### config.mk
export PLATFORM = sky130hd
export DESIGN_NAME = nbus_seq
export DESIGN_NICKNAME = d
export VERILOG_FILES = /design/src/rtl/nbus_pkg.sv /design/src/rtl/nbus_blkcfg.sv /design/src/rtl/nbus_beatgen.sv /design/src/rtl/nbus_fsm.sv /design/src/rtl/nbus_rdasm.sv /design/src/rtl/nbus_seq.sv
export SDC_FILE = /design/constraint.sdc
export NUM_CORES = 1
export LEC_CHECK = 0
export BUFFER_PORTS_ARGS = -buffer_cell sky130_fd_sc_hd__buf_2
export CORE_MARGIN = 3
export CORE_UTILIZATION = 52
export CTS_CLUSTER_SIZE = 8
export DETAILED_ROUTE_END_ITERATION = 12
export PLACE_DENSITY = 0.88
export SLEW_MARGIN = 30
export SYNTH_ARGS = -nofsm -noshare
export SYNTH_HDL_FRONTEND = slang
export SYNTH_SLANG_ARGS = --single-unit
### constraint.sdc
create_clock -name clk -period 8.75 [get_ports clk]
set_input_delay 1.75 -clock clk [delete_from_list [all_inputs] [get_ports clk]]
set_output_delay 1.75 -clock clk [all_outputs]
set_load 0.01 [all_outputs]
### src/rtl/nbus_pkg.sv
package nbus_pkg;

  typedef enum logic [2:0] {
    ST_IDLE = 3'd0,
    ST_ADDR = 3'd1,
    ST_DATA = 3'd2,
    ST_GAP  = 3'd3,
    ST_REL  = 3'd4
  } seq_state_e;

  localparam logic [1:0] STRAP_BLK0_NARROW = 2'b10;
  localparam int         BYTES_PER_REQ     = 4;
  localparam int         PIN_W             = 16;

endpackage

### src/rtl/nbus_blkcfg.sv
module nbus_blkcfg
  import nbus_pkg::*;
#(
  parameter int NBLK   = 4,
  parameter int WAIT_W = 3,
  localparam int BSEL_W = $clog2(NBLK)
) (
  input  logic [BSEL_W-1:0]      blk,
  input  logic [1:0]             strap_mode,
  input  logic [NBLK-2:0]        cfg_bw,
  input  logic [NBLK*WAIT_W-1:0] cfg_wait,
  output logic                   narrow,
  output logic [WAIT_W-1:0]      wait_val
);

  logic [NBLK-1:0] narrow_vec;

  // block 0 width comes from the straps, the rest from width bits
  assign narrow_vec[0] = (strap_mode == STRAP_BLK0_NARROW);

  for (genvar gi = 1; gi < NBLK; gi++) begin : g_bw
    assign narrow_vec[gi] = ~cfg_bw[gi-1];
  end

  assign narrow   = narrow_vec[blk];
  assign wait_val = cfg_wait[blk*WAIT_W +: WAIT_W];

endmodule

### src/rtl/nbus_beatgen.sv
module nbus_beatgen (
  input  logic [1:0] size,
  input  logic       narrow,
  input  logic [1:0] addr_lo,
  input  logic [1:0] beat,
  output logic [1:0] beat_lo,
  output logic [1:0] lane_en,
  output logic       last
);

  logic [2:0] nbeats;

  always_comb begin
    if (narrow) begin
      lane_en = 2'b01;
      if (size[1]) begin
        nbeats  = 3'd4;
        beat_lo = beat;
      end else if (size[0]) begin
        nbeats  = 3'd2;
        beat_lo = {addr_lo[1], beat[0]};
      end else begin
        nbeats  = 3'd1;
        beat_lo = addr_lo;
      end
    end else begin
      if (size[1]) begin
        nbeats  = 3'd2;
        beat_lo = {beat[0], 1'b0};
        lane_en = 2'b11;
      end else if (size[0]) begin
        nbeats  = 3'd1;
        beat_lo = {addr_lo[1], 1'b0};
        lane_en = 2'b11;
      end else begin
        nbeats  = 3'd1;
        beat_lo = addr_lo;
        lane_en = addr_lo[0] ? 2'b10 : 2'b01;
      end
    end
    last = ({1'b0, beat} == (nbeats - 3'd1));
  end

endmodule

### src/rtl/nbus_fsm.sv
module nbus_fsm
  import nbus_pkg::*;
#(
  parameter int WAIT_W = 3
) (
  input  logic              clk,
  input  logic              rst_n,
  input  logic              req_valid,
  input  logic              rel_req,
  input  logic              last,
  input  logic [WAIT_W-1:0] wait_q,
  output seq_state_e        state,
  output logic [1:0]        beat,
  output logic              accept,
  output logic              data_end,
  output logic              done,
  output logic              req_ready
);

  seq_state_e        state_q, state_d;
  logic [1:0]        beat_q, beat_d;
  logic [WAIT_W-1:0] wcnt_q, wcnt_d;
  logic              done_q, done_d;
  logic              beat_en, wcnt_en;

  assign req_ready = (state_q == ST_IDLE) && !rel_req;
  assign accept    = req_ready && req_valid;
  assign data_end  = (state_q == ST_DATA) && (wcnt_q == wait_q);

  always_comb begin
    state_d = state_q;
    beat_d  = beat_q;
    wcnt_d  = wcnt_q;
    done_d  = 1'b0;
    beat_en = 1'b0;
    wcnt_en = 1'b0;
    unique case (state_q)
      ST_IDLE: begin
        if (rel_req) begin
          state_d = ST_REL;
        end else if (req_valid) begin
          state_d = ST_ADDR;
          beat_d  = 2'd0;
          beat_en = 1'b1;
        end
      end
      ST_ADDR: begin
        state_d = ST_DATA;
        wcnt_d  = '0;
        wcnt_en = 1'b1;
      end
      ST_DATA: begin
        if (data_end) begin
          state_d = ST_GAP;
          done_d  = last;
        end else begin
          wcnt_d  = wcnt_q + 1'b1;
          wcnt_en = 1'b1;
        end
      end
      ST_GAP: begin
        if (last) begin
          state_d = rel_req ? ST_REL : ST_IDLE;
        end else begin
          state_d = ST_ADDR;
          beat_d  = beat_q + 2'd1;
          beat_en = 1'b1;
        end
      end
      ST_REL: begin
        if (!rel_req) state_d = ST_IDLE;
      end
      default: state_d = ST_IDLE;
    endcase
  end

  always_ff @(posedge clk or negedge rst_n) begin
    if (!rst_n) begin
      state_q <= ST_IDLE;
      done_q  <= 1'b0;
    end else begin
      state_q <= state_d;
      done_q  <= done_d;
    end
  end

  always_ff @(posedge clk or negedge rst_n) begin
    if (!rst_n) begin
      beat_q <= '0;
    end else if (beat_en) begin
      beat_q <= beat_d;
    end
  end

  always_ff @(posedge clk or negedge rst_n) begin
    if (!rst_n) begin
      wcnt_q <= '0;
    end else if (wcnt_en) begin
      wcnt_q <= wcnt_d;
    end
  end

  assign state = state_q;
  assign beat  = beat_q;
  assign done  = done_q;

  // the wait counter stays within the latched wait value
  p_wait_bound_r5: assert property (@(posedge clk) disable iff (!rst_n)
    (state_q == ST_DATA) |-> (wcnt_q <= wait_q));

  // completion is a single-clock pulse
  p_done_pulse_r12: assert property (@(posedge clk) disable iff (!rst_n)
    done_q |=> !done_q);

  // the grant only starts from idle or from the final gap clock
  p_gnt_boundary_r10: assert property (@(posedge clk) disable iff (!rst_n)
    ((state_q == ST_REL) && ($past(state_q) != ST_REL)) |->
      (($past(state_q) == ST_IDLE) || (($past(state_q) == ST_GAP) && $past(last))));

endmodule

### src/rtl/nbus_rdasm.sv
module nbus_rdasm (
  input  logic        clk,
  input  logic        rst_n,
  input  logic        clr,
  input  logic        cap,
  input  logic        narrow,
  input  logic [1:0]  beat_lo,
  input  logic [1:0]  lane_en,
  input  logic [15:0] ad_i,
  output logic [31:0] rdata
);

  logic [31:0] rdata_q, rdata_d;
  logic        rdata_en;

  assign rdata_en = clr || cap;

  always_comb begin
    rdata_d = rdata_q;
    if (clr) begin
      rdata_d = '0;
    end else if (cap) begin
      if (narrow) begin
        rdata_d[8*beat_lo +: 8] = ad_i[7:0];
      end else if (lane_en == 2'b11) begin
        rdata_d[16*beat_lo[1] +: 16] = ad_i;
      end else begin
        rdata_d[8*beat_lo +: 8] = beat_lo[0] ? ad_i[15:8] : ad_i[7:0];
      end
    end
  end

  always_ff @(posedge clk or negedge rst_n) begin
    if (!rst_n) begin
      rdata_q <= '0;
    end else if (rdata_en) begin
      rdata_q <= rdata_d;
    end
  end

  assign rdata = rdata_q;

endmodule

### src/rtl/nbus_seq.sv
module nbus_seq
  import nbus_pkg::*;
#(
  parameter int AW     = 24,
  parameter int NBLK   = 4,
  parameter int WAIT_W = 3,
  localparam int BSEL_W = $clog2(NBLK),
  localparam int HI_W   = AW - PIN_W
) (
  input  logic                   clk,
  input  logic                   rst_n,
  input  logic                   req_valid,
  output logic                   req_ready,
  input  logic [AW-1:0]          req_addr,
  input  logic [1:0]             req_size,
  input  logic                   req_write,
  input  logic [31:0]            req_wdata,
  input  logic [BSEL_W-1:0]      req_blk,
  output logic                   done,
  output logic [31:0]            rdata,
  input  logic [1:0]             strap_mode,
  input  logic [NBLK-2:0]        cfg_bw,
  input  logic [NBLK*WAIT_W-1:0] cfg_wait,
  input  logic                   cfg_rel_pullup,
  input  logic                   rel_req,
  output logic                   rel_gnt,
  output logic [PIN_W-1:0]       ad_o,
  output logic                   ad_oe,
  input  logic [PIN_W-1:0]       ad_i,
  output logic                   ad_pull_en,
  output logic [HI_W-1:0]        addr_hi,
  output logic                   ale,
  output logic [NBLK-1:0]        cs_n,
  output logic                   rd_n,
  output logic [1:0]             we_n
);

  // reset: asserted asynchronously, released on a clock edge
  logic [1:0] rst_sync_q;
  logic       rst_s;

  always_ff @(posedge clk or negedge rst_n) begin
    if (!rst_n) rst_sync_q <= 2'b00;
    else        rst_sync_q <= {rst_sync_q[0], 1'b1};
  end
  assign rst_s = rst_sync_q[1];

  // configuration of the requested block
  logic              cfg_narrow;
  logic [WAIT_W-1:0] cfg_wval;

  nbus_blkcfg #(.NBLK(NBLK), .WAIT_W(WAIT_W)) u_blkcfg (
    .blk       (req_blk),
    .strap_mode(strap_mode),
    .cfg_bw    (cfg_bw),
    .cfg_wait  (cfg_wait),
    .narrow    (cfg_narrow),
    .wait_val  (cfg_wval)
  );

  // request held for the whole access
  logic [AW-1:0]     addr_q;
  logic [1:0]        size_q;
  logic              write_q;
  logic [31:0]       wdata_q;
  logic [BSEL_W-1:0] blk_q;
  logic              narrow_q;
  logic [WAIT_W-1:0] wait_q;
  logic              accept;

  always_ff @(posedge clk or negedge rst_s) begin
    if (!rst_s) begin
      addr_q   <= '0;
      size_q   <= '0;
      write_q  <= 1'b0;
      wdata_q  <= '0;
      blk_q    <= '0;
      narrow_q <= 1'b0;
      wait_q   <= '0;
    end else if (accept) begin
      addr_q   <= req_addr;
      size_q   <= req_size;
      write_q  <= req_write;
      wdata_q  <= req_wdata;
      blk_q    <= req_blk;
      narrow_q <= cfg_narrow;
      wait_q   <= cfg_wval;
    end
  end

  // sequencing
  seq_state_e state;
  logic [1:0] beat;
  logic [1:0] beat_lo;
  logic [1:0] lane_en;
  logic       last;
  logic       data_end;

  nbus_beatgen u_beatgen (
    .size   (size_q),
    .narrow (narrow_q),
    .addr_lo(addr_q[1:0]),
    .beat   (beat),
    .beat_lo(beat_lo),
    .lane_en(lane_en),
    .last   (last)
  );

  nbus_fsm #(.WAIT_W(WAIT_W)) u_fsm (
    .clk      (clk),
    .rst_n    (rst_s),
    .req_valid(req_valid),
    .rel_req  (rel_req),
    .last     (last),
    .wait_q   (wait_q),
    .state    (state),
    .beat     (beat),
    .accept   (accept),
    .data_end (data_end),
    .done     (done),
    .req_ready(req_ready)
  );

  nbus_rdasm u_rdasm (
    .clk    (clk),
    .rst_n  (rst_s),
    .clr    (accept),
    .cap    (data_end && !write_q),
    .narrow (narrow_q),
    .beat_lo(beat_lo),
    .lane_en(lane_en),
    .ad_i   (ad_i),
    .rdata  (rdata)
  );

  // pin decode
  logic in_addr, in_data, sel_active;
  logic [7:0]  wr_byte;
  logic [15:0] wr_half;

  assign in_addr    = (state == ST_ADDR);
  assign in_data    = (state == ST_DATA);
  assign sel_active = in_addr || in_data;
  assign wr_byte    = wdata_q[8*beat_lo +: 8];
  assign wr_half    = wdata_q[16*beat_lo[1] +: 16];

  always_comb begin
    ad_o = '0;
    if (in_addr) begin
      ad_o = {addr_q[PIN_W-1:2], beat_lo};
    end else if (in_data && write_q) begin
      ad_o = narrow_q ? {8'h00, wr_byte} : wr_half;
    end
  end

  assign ad_oe      = in_addr || (in_data && write_q);
  assign addr_hi    = in_addr ? addr_q[AW-1:PIN_W] : '0;
  assign ale        = in_addr;
  assign rd_n       = !(in_data && !write_q);
  assign we_n       = (in_data && write_q) ? ~lane_en : 2'b11;
  assign rel_gnt    = (state == ST_REL);
  assign ad_pull_en = rel_gnt && cfg_rel_pullup;

  for (genvar gb = 0; gb < NBLK; gb++) begin : g_cs
    assign cs_n[gb] = !(sel_active && (blk_q == BSEL_W'(gb)));
  end

  // shared lines float while no chip select is active
  p_float_idle_r6: assert property (@(posedge clk) disable iff (!rst_s)
    (&cs_n) |-> !ad_oe);

  // upper address zero outside address phase
  p_hi_zero_r7: assert property (@(posedge clk) disable iff (!rst_s)
    !ale |-> (addr_hi == '0));

  // at most one chip select active
  p_one_cs_r4: assert property (@(posedge clk) disable iff (!rst_s)
    $onehot0(~cs_n));

  // read and write strobes exclusive
  p_strobe_excl_r2: assert property (@(posedge clk) disable iff (!rst_s)
    !(!rd_n && (we_n != 2'b11)));

  // released bus is quiet
  p_rel_quiet_r11: assert property (@(posedge clk) disable iff (!rst_s)
    rel_gnt |-> ((&cs_n) && !ad_oe && !req_ready));

  // address phase lasts exactly one clock
  p_ale_single_r4: assert property (@(posedge clk) disable iff (!rst_s)
    ale |=> !ale);

endmodule

# Word-level counts from Yosys, hierarchy flattened
# Index checks and enable logic that the tools add are counted.
# word_totals
regBits	108
input_bits	99
out_inout_bits	69
wordCells	129
# op_classes
addsub	5
mul	1
magnitude_cmp	1
n_eq_ne	18
shift	8
muxes	49
bitwise_logic	4
n_reduce_logical	30
# op_table
cell	count
$mux 32	4
$bwmux 32	3
$neg 5->34	2
$shiftx 8x34->32	2
$mux 16	3
$shift 16x34->32 const A	1
$shift 8x34->32 const A	1
$shiftx 16x34->32	1
$shiftx 32x6->16	1
$shiftx 32x6->8	1
$mux 3	9
$mux 2	13
$mux 8	2
$pmux 3 s5	1
$ne 2x2->1 const B	6
$shiftx 12x5->3	1
$logic_and 1x1->1	11
$mux 1	9
$eq 2x2->1 const B	4
$logic_not 1->1	7
$eq 3x2->1 const B	2
$pmux 3 s2	1
$reduce_and 3->1	2
$reduce_bool 2->1	3
21 further kinds	26

# Logic depth before layout (Yosys ltp)
# Gate-level depths: netlist of run 1.
# depth
depth_word	10
depth_mapped	11
mapped_depth_nobuf	9

# Hierarchy
# A second synthesis of run 1 with hierarchy kept.
# unflattened
hier_cells	463
hier_area_um2	5677.9
# by_module_without_submodules
mod	n_inst	cells_each	area_per_inst_um2	seq_area_each_um2
nbus_seq	1	214	3100.5	1676.6
nbus_rdasm	1	167	1798.0	800.8
nbus_fsm	1	57	520.5	225.2
nbus_beatgen	1	17	136.4	0.0
nbus_blkcfg	1	8	122.6	0.0

# Worst setup path before layout of run 1
# Ideal clock, no wire load.
# synth_path
kind	input -> output
start	input port rel_req
end	output port req_ready
arrival_time_ns	2.279
required_ns	7.000
path_slack_ns	4.721
cell_stages	1
path_buffers	0
cell_sequence	nor4_1
# synth_via
elab_chain_cells	2
# synth_rtl
element	line	source
from (decl)	nbus_seq.sv:25	input logic rel_req,
$logic_not 1->1	nbus_fsm.sv:26	assign req_ready = (state_q == ST_IDLE) && !rel_req;
$logic_and 1x1->1	nbus_fsm.sv:26	
to (decl)	nbus_seq.sv:13	output logic req_ready,
# Every way passes these cells.

# Final worst setup path of run 1
# layout_path
start	register narrow_q
end	output port ad_o[2]
# layout_via
elab_chain_cells	5
# layout_rtl
element	line	source
from (decl)	nbus_seq.sv:67	logic narrow_q;
from (signal assigned)	nbus_seq.sv:86	narrow_q <= cfg_narrow;
$mux 2	nbus_beatgen.sv:14	if (narrow) begin
$shiftx 32x6->16 / $shiftx 32x6->8 (equally long branches)	nbus_seq.sv:145, nbus_seq.sv:144	
$mux 16 (*)	nbus_seq.sv:152	ad_o = narrow_q ? {8'h00, wr_byte} : wr_half;
$mux 16 (*)	nbus_seq.sv:151	end else if (in_data && write_q) begin
$mux 16 (*)	nbus_seq.sv:149	if (in_addr) begin
to (decl)	nbus_seq.sv:27	output logic [PIN_W-1:0] ad_o,
# Mark *: on every way between the ends. The rest lies on a longest branch, timed or not.

==> results of run 1 <==
-- per-layer routing --
layer	wire length [um]	track usage [%]
met1	5910	33.2
met2	7350	40.9
met3	1260	5.86
met4	297	8.84
met5	0	0
-- state kept, by name, summed over array words and instances (netlist names) --
signal and count:
u_rdasm.rdata 32, wait_q 3, wdata_q 32, u_fsm.wcnt_q 3
rst_sync_q 2, narrow_q 1, u_fsm.state 3, size_q 2
blk_q 2, u_fsm.beat 2, addr_q 24, u_fsm.done 1
write_q 1
-- critical path, stage by stage (launching register included) --
cell	delay [ns]
dfrtp_1	0.84
mux2i_1	0.46
a21oi_4	0.20
inv_2	0.38
mux4_2	0.56
a22o_1	0.23
buf_2	0.14
-- layout make-up --
| class | instances | area [um^2] |
|---|---|---|
| Inverter | 9 | 33.8 |
| Clock inverter | 6 | 71.3 |
| Antenna cell | 1 | 2.50 |
| Fill cell | 832 | 3670 |
| Timing Repair Buffer | 171 | 866 |
| Clock buffer | 10 | 128 |
| Sequential cell | 108 | 2710 |
| Tap cell | 136 | 170 |
| Multi-Input combinational cell | 441 | 2680 |
-- cell families (layout without fill, tap and decap cells) --
logic type | Yosys count | count (layout)
AOI/OAI and AO/OA | 107 | 107
xor gates and xnor gates | 6 | 6
adders and majority gates | 5 | 5
buffers and inverters | 42 | 196
DFF | 108 | 108
muxes | 31 | 31
other | 1 | 2
and+or+nand+nor | 291 | 291
-- stage by stage --
stage,hold slack [ns],instance area (um^2)
after floorplan,0.331,5530
after global placement,0.336,6440
after detailed placement,0.340,6450
after CTS,0.361,6650
after global routing,0.355,6650
final,0.350,6660
-- cell usage in the layout (no fill, tap or decap), types with 3 or more instances in the layout --
cell type | netlist | final
nand2_1 | 219 | 218
o22ai_1 | 3 | 3
nand3b_1 | 3 | 3
dfrtp_1 | 108 | 107
and2_1 | 10 | 9
mux2i_1 | 10 | 10
xnor2_1 | 5 | 5
clkbuf_8 | 0 | 9
nand3_1 | 6 | 6
buf_2 | 11 | 167
a21oi_1 | 19 | 19
a21o_1 | 5 | 5
o21ai_0 | 15 | 15
inv_1 | 8 | 8
o21a_1 | 4 | 4
buf_4 | 0 | 4
ha_1 | 5 | 5
nand2b_1 | 7 | 7
mux4_2 | 12 | 12
a22o_1 | 28 | 28
a22oi_1 | 7 | 7
a31oi_1 | 6 | 6
mux2_2 | 9 | 9
nor2_1 | 26 | 26
-- worst paths after layout --
path	from	endpoint	slack [ns]	cells after the start
max	narrow_q$_DFFE_PN0P_	ad_o[2]	3.81	6
min	rst_sync_q[1]$_DFF_PN0_	addr_q[16]$_DFFE_PN0P_	0.35	0
max reg2reg	narrow_q$_DFFE_PN0P_	u_rdasm.rdata[28]$_DFFE_PN0P_	5.34	7
min reg2reg	rst_sync_q[1]$_DFF_PN0_	addr_q[16]$_DFFE_PN0P_	0.35	0
max in group asynchronous	rst_sync_q[1]$_DFF_PN0_	u_rdasm.rdata[13]$_DFFE_PN0P_	7.21	1
min in group clk	rst_sync_q[0]$_DFF_PN0_	rst_sync_q[1]$_DFF_PN0_	0.36	0
-- power by group --
group	switching, mW	total [mW]	leakage, nW	internal, mW
clock	0.176	0.311	0.0935	0.135
combinational	0.531	0.934	2.04	0.403
sequential	0.184	0.876	1.37	0.692
total	0.891	2.12	3.50	1.23
==> impl_metrics.csv, run 1 <==
group,metric,value,unit
timing,setup_viol,0,
critical_path,arrival,3.19,ns
power,power.total,2.12,mW
yosys,synth_compound_gate_area_share,14.7,%
timing,slew_headroom,33.2,%
yosys,synth.most_common_cell,"nand2_1",
detailed_routing,vias_per_cell,5.57,
yosys,synth-simple-area-share,22.5,%
floorplanning,fp-row-count,37,
yosys,synthArstFlopShare,100,%
run_status,status,"finished, final reports clean",
cts,ctsHtreeMaxLevel,3,
cts,cts_resized,0,
detailed_routing,detail-route-antenna-nets,0,
global_route,grt_usage,25.2,%
worst_hold_path,worstHoldPathType,"flip-flop to asynchronous set/reset pin",
yosys,avgSynthCellArea,9.36,um^2
place,place.gp.congestion,0.845,
floorplanning,die_w,109,um
yosys,ys.flop_type,"dfrtp_1",
timing,grt_setup_unrepaired,"no",
cts,clock-sinks,108,
yosys,synth_common_cells,"219 x nand2_1, 108 x dfrtp_1, 28 x a22o_1",
floorplanning,die_h,109,um
critical_path,crit_type,"flip-flop to output port",
yosys,synth_seq_cells,108,
yosys,syn_nets,695,
global_route,grt_pass1_vias,4673,
global_route,grt_overflow,0,
timing,post-route-period-util,56.4,%
timing,worst_slew_pin_slew,0.997,ns
critical_path,required,7.00,ns
yosys,synth_top_family_by_area,"simple AND/OR/NAND/NOR gates",
final_layout,fin_util,64.5,%
critical_path,cp_max_fo,24,
floorplanning,start_util,53.6,%
power,power_density,319,mW/mm^2
yosys,post_synth_xor_area_fraction,0.950,%
timing,period_needed,4.94,ns
cts,cts_setup_buffers,0,
global_route,grt_antenna_before_repair,0,
place,io_buffers,167,
floorplanning,core,0.0103,mm^2
yosys,yosysSeqAreaShare,48.9,%
yosys,netlist_area,0.00553,mm^2
critical_path,crit_path_end_kind,"output port",
detailed_routing,drt_pass1_iterations,5,
yosys,synth_top_area_share,48.9,%
cts,clk_latency,0.38,ns
floorplanning,die-area,0.0119,mm^2
cts,cts_made_buffers,9,
run,maxCapViolations,0,
detailed_routing,route.detailed.drc,0,
final_layout,nets,844,
timing,fin_skew,0.0194,ns
detailed_routing,vias,4917,
final_layout,stdcell_count,882,
timing,slew_viol_final,0,
yosys,synth_fa_ha_area_share,1.13,%
yosys,synthTopCellsByArea,"dfrtp_1 49%, nand2_1 15%, mux4_2 4.9%, a22o_1 4.4%, mux2_2 1.8%",
place,hpwl,10700,um
final_layout,syn_to_final_growth,20.3,%
yosys,ys.warnings.count,0,
cts,postCtsHoldBufs,0,
yosys,synthCells,591,
floorplanning,ios,168,
detailed_routing,first_iter_violations,332,
power,ir_drop,142,uV
critical_path,start_kind,"flip-flop",
power,leakage,3.50,nW
timing,timing.final.ws_setup,3.81,ns
cts,cts_tree,"done",
timing,tns,0,ns
final_layout,final_layout_size_suffix_gt1_share,31.3,%
detailed_routing,wire_per_inst,16.8,um
yosys,synthMuxAreaShare,8.53,%
yosys,synth-edff-count,0,
place,pre_cts_ws,4.26,ns
timing,fmax,203,MHz
yosys,yosysUniqueCellTypes,57,
place,dp_cells,865,
cts,clockRootBuffer,"clkbuf_8",
timing,hold_viol,0,
global_route,grt_pass1_wl,23300,um
yosys,yosys.area.top_type,"dfrtp_1",
cts,clock_path_buffers,2,
cts,clk_pin_slew,0.11,ns
global_route,grt_max_degree,82,
detailed_routing,drt-total-wl,14800,um
No activity file was read; power rests on OpenSTA's default activity.
==> run 2: changes to the inputs <==
- clock period: 8.75 -> 4.6 ns (I/O delays scaled with it)
==> run 2 against run 1 <==
Flip-flop and latch count stayed put. Largest power group unchanged. Sequential power is 87% higher. Clock power is 93% higher. Largest cell class unchanged. Non-clock buffer count is 2 higher. Routed wire length hardly changed. First-iteration DRC count is 15% lower. Final area is 0.26% higher. Sequential share of layout area is 0.11 points lower. Utilization is 0.17 points higher. Register-to-register slack worse by 4.0 ns.
==> impl_metrics.csv, run 2 (same netlist as run 1, synthesis figures left out) <==
group,metric,value,unit
run_status,status,"finished, final reports clean",
cts,cts_made_buffers,9,
final_layout,finalInstanceArea,0.00667,mm^2
detailed_routing,first_iter_violations,283,
detailed_routing,vias_per_cell,5.59,
detailed_routing,vias,4934,
floorplanning,core,0.0103,mm^2
cts,clockRootBuffer,"clkbuf_8",
floorplanning,die-area,0.0119,mm^2
critical_path,start_kind,"flip-flop",
place,hpwl,10900,um
timing,tns,0,ns
critical_path,crit_start,"size_q[1]$_DFFE_PN0P_",
critical_path,cp_max_fo,20,
timing,fin_skew,0.0117,ns
detailed_routing,wire_per_inst,16.8,um
global_route,grt_overflow,0,
power,power_density,610,mW/mm^2
power,ir_drop,299,uV
global_route,grt_pass1_vias,4838,
detailed_routing,route.detailed.drc,0,
critical_path,arrival,2.90,ns
detailed_routing,drt-total-wl,14800,um
global_route,use_met2,42.8,%
final_layout,layout_common_cells,"218 x nand2_1, 167 x buf_2, 107 x dfrtp_1",
floorplanning,die_h,109,um
floorplanning,die_w,109,um
critical_path,required,3.68,ns
place,place.gp.congestion,0.874,
global_route,grt_usage,25.3,%
place,placed_area,0.00647,mm^2
detailed_routing,drt_pass1_iterations,5,
timing,period_needed,3.82,ns
detailed_routing,detail-route-antenna-nets,0,
timing,grt_setup_unrepaired,"no",
critical_path,r2r-end,"u_rdasm.rdata[11]$_DFFE_PN0P_",
timing,worst_slew_pin_slew,0.846,ns
floorplanning,start_util,53.6,%
cts,clk_pin_slew,0.11,ns
timing,hold_viol,0,
global_route,met3_usage,5.68,%
critical_path,r2r_slack,1.37,ns
place,io_buffers,167,
global_route,grt_pass1_wl,23800,um
global_route,grt_antenna_before_repair,0,
timing,worst_hold_slack,0.306,ns
cts,clock_path_buffers,2,
floorplanning,ios,168,
cts,clk_latency,0.37,ns
timing,setup_viol,0,
global_route,gr-usage-met1,32.4,%
final_layout,nets,846,
cts,cts_tree,"done",
critical_path,rr_worst_depth,7,
timing,post-route-period-util,83.2,%
final_layout,layout_commonest_cell,"nand2_1",
critical_path,rr_startpoint,"size_q[1]$_DFFE_PN0P_",
timing,slew_headroom,43.6,%
cts,postCtsHoldBufs,0,
run,maxCapViolations,0,
cts,ctsHtreeMaxLevel,3,
critical_path,crit_type,"flip-flop to output port",
final_layout,syn_to_final_growth,20.7,%
final_layout,diodes,0,
critical_path,crit_path_end_kind,"output port",
cts,cts_resized,0,
final_layout,final_layout_size_suffix_gt1_share,31.6,%
cts,cts_setup_buffers,0,
global_route,grt_busiest_layer,"met2",
global_route,grt_max_degree,68,
timing,slew_viol_final,0,
final_layout,fin_util,64.6,%
cts,clock-sinks,108,
timing,fmax,261,MHz
power,leakage,3.52,nW
floorplanning,fp-row-count,37,
worst_hold_path,worstHoldPathType,"primary input to asynchronous set/reset pin",
run 2: cell types whose count changed in the layout (fill, tap and decap cells not counted), sizes merged:
cell and change:
clkbuf -1, diode -1, buf +2, inv +2, clkinvlp -1
run 2: layer usage:
metal  share of wire (%)  vias to the layer above  wire length (um)
met5                   0                        -                 0
met2                  50                      225              7390
met4                 2.1                        0               312
li1                    -                     2319                 -
met1                  40                     2362              5910
met3                 8.2                       28              1220
run 2: metrics by stage:
step | std cells | total power [mW] | setup WS [ns]
floorplan | 591 | 2.91 | 1.37
global placement | 867 | 3.35 | 1.15
detailed placement | 867 | 3.47 | 1.16
CTS | 883 | 4.08 | 0.733
global route | 883 | 4.38 | 0.560
finish | 883 | 4.07 | 0.775
run 2: worst max-delay path by stage:
stage,slack (ns),cells after the start,to
6_report,0.78,6,ad_o[4]
4_1_cts,0.73,6,ad_o[6]
3_5_place_dp,1.16,6,ad_o[1]
5_1_grt,0.56,6,ad_o[4]
3_3_place_gp,1.15,5,ad_o[0]
2_1_floorplan,1.37,0,addr_q[0]$_DFFE_PN0P_
run 2: layout make-up:
cell class | count | area, um^2
multi-input cells | 441 | 2680
clock inverters | 7 | 80.1
inverters | 9 | 33.8
fillers | 867 | 3650
repair buffers | 173 | 881
clock buffers | 9 | 124
flip-flops and latches | 108 | 2710
well taps | 136 | 170
run 2: critical path, cell delays in order, from the launching register on:
cell	delay [ns]
dfrtp_1	0.76
nor2_1	0.22
a21oi_4	0.41
inv_2	0.28
mux4_2	0.50
a22o_1	0.22
buf_2	0.14
run 2: report_power, final:
| part | total (mW) | internal (mW) | switching [mW] |
|---|---|---|---|
| combinational | 1.83 | 0.772 | 1.06 |
| sequential | 1.64 | 1.32 | 0.322 |
| clock | 0.599 | 0.261 | 0.338 |
